### config.mk
export PLATFORM = sky130hd
export DESIGN_NAME = uart_rx_timeout
export DESIGN_NICKNAME = d
export VERILOG_FILES = /design/src/rtl/uart_rto_pkg.sv /design/src/rtl/rto_limit.sv /design/src/rtl/rto_counter.sv /design/src/rtl/rto_flag.sv /design/src/rtl/uart_rx_timeout.sv
export SDC_FILE = /design/constraint.sdc
export NUM_CORES = 1
export LEC_CHECK = 0
export BUFFER_PORTS_ARGS = -buffer_cell sky130_fd_sc_hd__buf_2
export CAP_MARGIN = 20
export CORE_MARGIN = 10
export CORE_UTILIZATION = 54
export CTS_CLUSTER_DIAMETER = 60
export CTS_CLUSTER_SIZE = 10
export DETAILED_ROUTE_END_ITERATION = 8
export PLACE_DENSITY_LB_ADDON = 0.3
export SYNTH_ARGS = -nofsm -noshare
export SYNTH_HDL_FRONTEND = slang
export SYNTH_SLANG_ARGS = --single-unit
### constraint.sdc
create_clock -name clk -period 2.9 [get_ports clk]
set_input_delay 0.29 -clock clk [delete_from_list [all_inputs] [get_ports clk]]
set_output_delay 0.29 -clock clk [all_outputs]
set_load 0.02 [all_outputs]
### src/rtl/uart_rto_pkg.sv
package uart_rto_pkg;

   // Largest terminal count the limit logic can produce
   function automatic int rto_max_limit(input int len_w, input int scale);
      return scale * ((1 << len_w) - 1);
   endfunction

   function automatic bit rto_is_pow2(input int v);
      return (v > 0) && ((v & (v - 1)) == 0);
   endfunction

endpackage

### src/rtl/rto_limit.sv
module rto_limit #(
   parameter int CHAR_LEN_W = 4,
   parameter int SCALE      = 64,
   parameter int CNT_W      = 10
) (
   input  logic [CHAR_LEN_W-1:0] char_bits,
   output logic [CNT_W-1:0]      limit
);
   import uart_rto_pkg::*;

   generate
      if (rto_is_pow2(SCALE)) begin : g_shift
         localparam int SHIFT = $clog2(SCALE);
         always_comb limit = CNT_W'(char_bits) << SHIFT;
      end else begin : g_mult
         always_comb limit = CNT_W'(char_bits) * CNT_W'(SCALE);
      end
   endgenerate

endmodule

### src/rtl/rto_counter.sv
module rto_counter #(
   parameter int CNT_W = 10
) (
   input  logic             clk,
   input  logic             rst_n,
   input  logic             active,
   input  logic             restart,
   input  logic             tick,
   input  logic [CNT_W-1:0] limit,
   output logic             expire
);
   logic [CNT_W-1:0] cnt;
   logic             armed;
   logic [CNT_W:0]   cnt_inc;

   always_comb begin
      cnt_inc = {1'b0, cnt} + 1'b1;
      expire  = active && !restart && armed && tick && (cnt_inc >= {1'b0, limit});
   end

   always_ff @(posedge clk or negedge rst_n) begin
      if (!rst_n) begin
         cnt   <= '0;
         armed <= 1'b1;
      end else if (!active || restart) begin
         cnt   <= '0;
         armed <= 1'b1;
      end else if (armed && tick) begin
         if (expire) begin
            cnt   <= '0;
            armed <= 1'b0;
         end else begin
            cnt <= cnt_inc[CNT_W-1:0];
         end
      end
   end


   idle_clear_chk: assert property (@(posedge clk) disable iff (!rst_n)
      !active |=> (cnt == '0) && armed);


   restart_zero_chk: assert property (@(posedge clk) disable iff (!rst_n)
      (active && restart) |=> (cnt == '0) && armed && !expire);


   no_tick_hold_chk: assert property (@(posedge clk) disable iff (!rst_n)
      (active && !restart && !tick) |=> $stable(cnt));

endmodule

### src/rtl/rto_flag.sv
module rto_flag (
   input  logic clk,
   input  logic rst_n,
   input  logic active,
   input  logic read,
   input  logic expire,
   output logic flag
);
   always_ff @(posedge clk or negedge rst_n) begin
      if (!rst_n)      flag <= 1'b0;
      else if (!active) flag <= 1'b0;
      else if (read)   flag <= 1'b0;
      else if (expire) flag <= 1'b1;
   end


   read_clear_chk: assert property (@(posedge clk) disable iff (!rst_n)
      read |=> !flag);


   flag_hold_chk: assert property (@(posedge clk) disable iff (!rst_n)
      (flag && active && !read) |=> flag);


   rise_cause_chk: assert property (@(posedge clk) disable iff (!rst_n)
      $rose(flag) |-> $past(expire));

endmodule

### src/rtl/uart_rx_timeout.sv
module uart_rx_timeout #(
   parameter int CHAR_LEN_W = 4,
   parameter int OVERSAMPLE = 16,
   parameter int CHAR_TIMES = 4
) (
   input  logic                  clk,
   input  logic                  rst_n,
   input  logic                  fifo_en,
   input  logic                  rx_nonempty,
   input  logic                  rhr_read,
   input  logic                  rx_push,
   input  logic                  baud_tick,
   input  logic [CHAR_LEN_W-1:0] char_bits,
   output logic                  rto_flag
);
   import uart_rto_pkg::*;

   localparam int SCALE   = OVERSAMPLE * CHAR_TIMES;
   localparam int MAX_LIM = rto_max_limit(CHAR_LEN_W, SCALE);
   localparam int CNT_W   = $clog2(MAX_LIM + 1);

   generate
      if (CHAR_LEN_W < 1 || CHAR_LEN_W > 8) begin : g_bad_len
         $error("CHAR_LEN_W must lie in 1..8");
      end
      if (OVERSAMPLE < 1 || CHAR_TIMES < 1) begin : g_bad_scale
         $error("OVERSAMPLE and CHAR_TIMES must be at least 1");
      end
   endgenerate

   logic             active;
   logic             restart;
   logic             expire;
   logic [CNT_W-1:0] limit;

   always_comb begin
      active  = fifo_en && rx_nonempty;
      restart = rhr_read || rx_push;
   end

   rto_limit #(
      .CHAR_LEN_W(CHAR_LEN_W),
      .SCALE     (SCALE),
      .CNT_W     (CNT_W)
   ) u_limit (
      .char_bits(char_bits),
      .limit    (limit)
   );

   rto_counter #(
      .CNT_W(CNT_W)
   ) u_count (
      .clk    (clk),
      .rst_n  (rst_n),
      .active (active),
      .restart(restart),
      .tick   (baud_tick),
      .limit  (limit),
      .expire (expire)
   );

   rto_flag u_flag (
      .clk   (clk),
      .rst_n (rst_n),
      .active(active),
      .read  (rhr_read),
      .expire(expire),
      .flag  (rto_flag)
   );


   inactive_low_chk: assert property (@(posedge clk) disable iff (!rst_n)
      !(fifo_en && rx_nonempty) |=> !rto_flag);


   push_keeps_chk: assert property (@(posedge clk) disable iff (!rst_n)
      (rto_flag && fifo_en && rx_nonempty && rx_push && !rhr_read) |=> rto_flag);

endmodule

==> impl_metrics.toml, run 1 <==
[yosys]
yosysSeqAreaShare = 0.353
synth_ff_type = "dfrtp_1"
synth_edf_count = 0
synth.distinct_cells = 33
synth_top_area_frac = 0.322
async_flop_share = 1.00
ys_ff_latch = 12
synth_area_um2 = 855
synthTopCellsByArea = "dfrtp_1, ha_1, a21o_1"
syn_avg_cell_area_um2 = 9.29
synth_nets = 109
synthCells = 92
synth_largest_area_cell = "dfrtp_1"
yosysWarnings = 0

[timing]
tns_ns = 0
setup_viol = 0
tightest_slew_ns = 0.261
grt_setup_unrepaired = "no"
fin_skew_ns = 0.00769
hold_violations = 0
final_max_slew_viol_count = 0
fmax_ghz = 0.364
period_needed_ns = 2.74
post-route-period-util = 0.946
relSlewSlack = 0.825

[place]
numPortBuffers = 11
dpl_cell_area_um2 = 930
dp_hpwl_mm = 1.55
routabilityCongestion = 0.803

[critical_path]
worstPathBufferInverterCount = 0
worst_ep_required_time_ns = 3.12
crit_chain = "ha_1 > and3_1 > nand3_1 > nor2_1 > xor2_1 > ha_1 > a21oi_1 > o221ai_1 > or3_4 > nor3b_1 > a21o_1"
cp_common_cell = "ha_1"
r2r-end = "u_count.cnt[2]$_DFFE_PN0P_"
rrSetupSlack_ns = 0.16
reg2reg_depth = 11
max_stage_delay_ns = 0.48
crit_fanout = 10
cp_slowest_cell = "or3_4"
end_kind = "register"
critical_path_class = "register to register"
cp_data_arrival_time_ns = 2.96
start_kind = "register"
r2r_start = "u_count.cnt[1]$_DFFE_PN0P_"
cp_top_family = "simple AND/OR/NAND/NOR gates"

[worst_hold_path]
hold_depth = 2
hold_class = "primary input to register"
hold_end = "u_count.armed$_DFFE_PN1P_"
hold_start = "rx_push"

[cts]
cts_tree = "built"
cts_buffers = 3
root_buffer = "clkbuf_4"
h-tree-depth = 1
cts.sink_count = 12
clk_path_buf_depth = 2
clk_latency_ns = 0.28
clk_pin_slew_ns = 0.07

[detailed_routing]
routed_via_density = 5.93
drc = 0
antenna_left = 0
dr.pass1.iters = 4
vias = 735
drtIter0Drc = 13
avgRoutedWirePerCell_um = 15.5
wl_mm = 1.92

[floorplanning]
die_width_um = 59.8
start_util = 0.567
core_mm2 = 0.00151
die_height_um = 59.8
num_rows = 14
ios = 12
dieArea_mm2 = 0.00357

[grt]
grt_pass1_vias = 752
antenna_found_initial = 0
grt_max_degree = 13
grt_usage = 0.123
grt_pass1_wl_mm = 3.24
grt_overflow = 0

[cells_and_area]
diodes = 0
drive_gt1_frac = 0.222
final_nets = 126
fill_cells = 140
final_cell_mix = "buf_2, dfrtp_1, nand2_1, inv_1"
design_area_um2 = 971
syn2layout_area_growth_pct = 13.6

[job]
cap_violations = 0

[power]
p_per_area_mw_per_mm2 = 308
finalPower_mw = 0.299
irDropWorstVdd_uv = 270
power_leakage_nw = 0.499

[outcome]
status = "finished clean"
## cells in the mapped netlist, types with 2 or more instances
cell	n
nor3b_1	3
xnor2_1	2
inv_1	7
dfrtp_1	11
a22o_1	4
o21ai_1	2
a21o_1	5
and3_1	2
a21oi_1	3
xor2_1	2
nor3_1	4
nand3_1	6
o21bai_1	3
nand2_1	7
ha_1	6
nor2_1	5
or3_1	4
## cell families after synthesis
kind of cell,synth area share
flip-flops,0.353
XOR/XNOR,0.0410
adder cells (fa/ha/maj),0.0878
AO/OA/AOI/OAI,0.205
AND/OR/NAND/NOR,0.252
multiplexers,0.0132
buffers and inverters,0.0483
## final cells by class
type                            instances  area (um^2)  area share
Multi-Input combinational cell         71          517       0.532
Sequential cell                        12          302       0.311
Timing Repair Buffer                   14         80.1      0.0825
Clock buffer                            4         26.3      0.0271
Inverter                                7         26.3      0.0271
Tap cell                               16         20.0      0.0206
## worst max-delay path by stage
stage,cells past startpoint,to,slack (ns),from
floorplan,12,u_count.cnt[2]$_DFFE_PN0P_,0.27,u_count.cnt[0]$_DFFE_PN0P_
global placement,11,u_count.cnt[2]$_DFFE_PN0P_,0.15,u_count.cnt[1]$_DFFE_PN0P_
CTS,11,u_count.cnt[3]$_DFFE_PN0P_,0.02,u_count.cnt[1]$_DFFE_PN0P_
global route,11,u_count.cnt[3]$_DFFE_PN0P_,0.03,u_count.cnt[0]$_DFFE_PN0P_
detailed placement,11,u_count.cnt[3]$_DFFE_PN0P_,0.05,u_count.cnt[1]$_DFFE_PN0P_
finish,11,u_count.cnt[2]$_DFFE_PN0P_,0.16,u_count.cnt[1]$_DFFE_PN0P_
## registers in the layout (all words and copies together), names as in the netlist
register	cells
u_count.armed	1
u_flag.flag	1
u_count.cnt	10
## per-layer routing
metal	share of wire	up-vias	global-route usage
li1	-	364	-
met1	0.40	357	0.124
met2	0.54	10	0.210
met3	0.035	4	0.0466
met4	0.022	0	0.0673
met5	0	-	0
## timing repair
item | in CTS | in global routing
setup endpoints to repair | 0 | 10
endpoints found under the hold margin | 11 | 0
gates resized for setup | 0 | 1
hold buffers | 1 | 0
buffers inserted | 0 | 0
## metrics by stage
step | hold WS, ns | setup WS, ns | util | cells
4_1_cts | 0.241 | 0.0182 | 0.641 | 124
2_1_floorplan | -0.00559 | 0.270 | - | 92
3_3_place_gp | 0.184 | 0.155 | 0.617 | 119
3_5_place_dp | 0.189 | 0.0451 | 0.617 | 119
5_1_grt | 0.254 | 0.0253 | 0.645 | 124
6_report | 0.249 | 0.156 | 0.645 | 124
## power breakdown
group	total, mW	switching [mW]	internal (mW)
clock	0.107	0.0536	0.0535
sequential	0.168	0.000434	0.168
combinational	0.0241	0.0127	0.0114
Power figures use the tool's default switching activity.
==> inputs of run 2 (changes only) <==
- CORE_UTILIZATION: 54 -> 49
- clock period: 2.9 -> 2.25 ns (I/O delays scaled with it)
==> impl_metrics.toml, run 2 (synthesis gave the netlist of run 1 again) <==
[timing]
tns_ns = -2.91
setup_ws_ns = -0.267
tightest_slew_ns = 1.20
fmax_ghz = 0.397
period_needed_ns = 2.52
hold_violations = 0
fin_skew_ns = 0.00151
setup_viol = 12
relSlewSlack = 0.197
final_max_slew_viol_count = 0
post-route-period-util = 1.12
grt_setup_unrepaired = "yes"

[critical_path]
max_stage_delay_ns = 0.41
reg2reg_depth = 12
critical_path_class = "register to register"
crit_chain = "ha_4 > and3_4 > nand3_4 > nor2_4 > xor2_2 > ha_4 > a21oi_2 > o221ai_2 > or3_4 > buf_6 > nor2_4 > a22o_1"
crit_fanout = 5
start_kind = "register"
end_kind = "register"
cp_slowest_cell = "dfrtp_1"
cp_data_arrival_time_ns = 2.73
worst_ep_required_time_ns = 2.46

[floorplanning]
die_height_um = 61.8
dieArea_mm2 = 0.00381
start_util = 0.506
core_mm2 = 0.00169
die_width_um = 61.8
ios = 12
num_rows = 15

[cells_and_area]
drive_gt1_frac = 0.515
final_common_cell = "buf_4"
design_area_mm2 = 0.00132
regMostFlops = "u_count.cnt"
syn2layout_area_growth_pct = 54.3
final_util = 0.781
largest_reg_flops = 10
final_nets = 152
diodes = 0
top_regs = "u_count.cnt x10, u_count.armed x1, u_flag.flag x1"
final_cell_mix = "buf_4, buf_2, dfrtp_1, nand2_1, inv_1"

[grt]
antenna_found_initial = 0
grt_usage = 0.127
grt_pass1_vias = 841
grt_overflow = 0
grt_pass1_wl_mm = 3.66
grt_max_degree = 13

[outcome]
violations = "setup timing"
status = "complete, but fails checks"

[power]
irDropWorstVdd_uv = 350
p_per_area_mw_per_mm2 = 326
finalPower_mw = 0.430
power_leakage_nw = 0.653

[detailed_routing]
dr.pass1.iters = 4
wl_mm = 2.62
avgRoutedWirePerCell_um = 17.3
antenna_left = 0
vias = 870
routed_via_density = 5.76
drtIter0Drc = 9
drc = 0

[cts]
cts.sink_count = 12
clk_path_buf_depth = 2
clk_latency_ns = 0.27
cts_tree = "built"
clk_pin_slew_ns = 0.08
h-tree-depth = 1
root_buffer = "clkbuf_4"
cts_buffers = 3

[worst_hold_path]
hold_class = "primary input to register"
hold_depth = 2

[place]
dp_hpwl_mm = 1.72
pre_cts_ws_ns = -0.317
numPortBuffers = 11
routabilityCongestion = 0.833
dpl_cell_area_mm2 = 0.00112

[job]
cap_violations = 0
-- run 2: final timing paths --
check / slack [ns] / from / end
setup / recovery: -0.27 / u_count.cnt[0]$_DFFE_PN0P_ / u_count.cnt[8]$_DFFE_PN0P_
hold / removal: 0.20 / rx_push / u_count.armed$_DFFE_PN1P_
setup reg to reg: -0.27 / u_count.cnt[0]$_DFFE_PN0P_ / u_count.cnt[8]$_DFFE_PN0P_
hold reg to reg: 0.53 / u_flag.flag$_DFFE_PN0P_ / u_flag.flag$_DFFE_PN0P_
max in group asynchronous: 1.60 / rst_n / u_count.armed$_DFFE_PN1P_
min in group asynchronous: 0.37 / rst_n / u_count.cnt[5]$_DFFE_PN0P_
-- run 2: layer usage --
layer	GRT usage	vias up	part of all wire
met4	0.0478	0	0.011
met3	0.0183	4	0.016
met1	0.155	436	0.48
met5	0	-	0
met2	0.221	13	0.49
li1	-	417	-
-- run 2: timing repair --
action | 4_1_cts | 5_1_grt
gates cloned | 0 | 1
hold buffers | 1 | 0
buffers inserted | 1 | 2
endpoints found under the setup margin | 12 | 12
hold endpoints to repair | 11 | 0
pin swaps | 4 | 9
gates resized for setup | 6 | 17
-- run 2: cell type report --
type / instances / area (um^2)
multi-input combinational: 71 / 647
fill: 111 / 370
sequential: 12 / 302
timing repair buffer: 40 / 287
clock buffer: 4 / 36.3
inverter: 7 / 26.3
tap: 17 / 21.3
-- run 2: per-stage QoR --
stage,cells,hold WS [ns]
final,151,0.200
after global routing,151,0.200
after CTS,148,0.182
after detailed placement,142,0.120
after global placement,142,0.116
after floorplan,92,-0.0706
-- run 2: critical path: cells and delay by family, from the launching register on --
kind,cells,cell delay (ns)
compound gates,3,0.41
buf+inv,1,0.15
simple gates,5,0.89
xor+xnor,1,0.21
fa+ha+maj,2,0.39
flops,1,0.41
-- run 2: where the power goes --
part	leakage [nW]	switching [mW]	internal [mW]
logic	0.467	0.0212	0.0187
registers	0.164	0.000440	0.216
clock network	0.0210	0.0752	0.0983
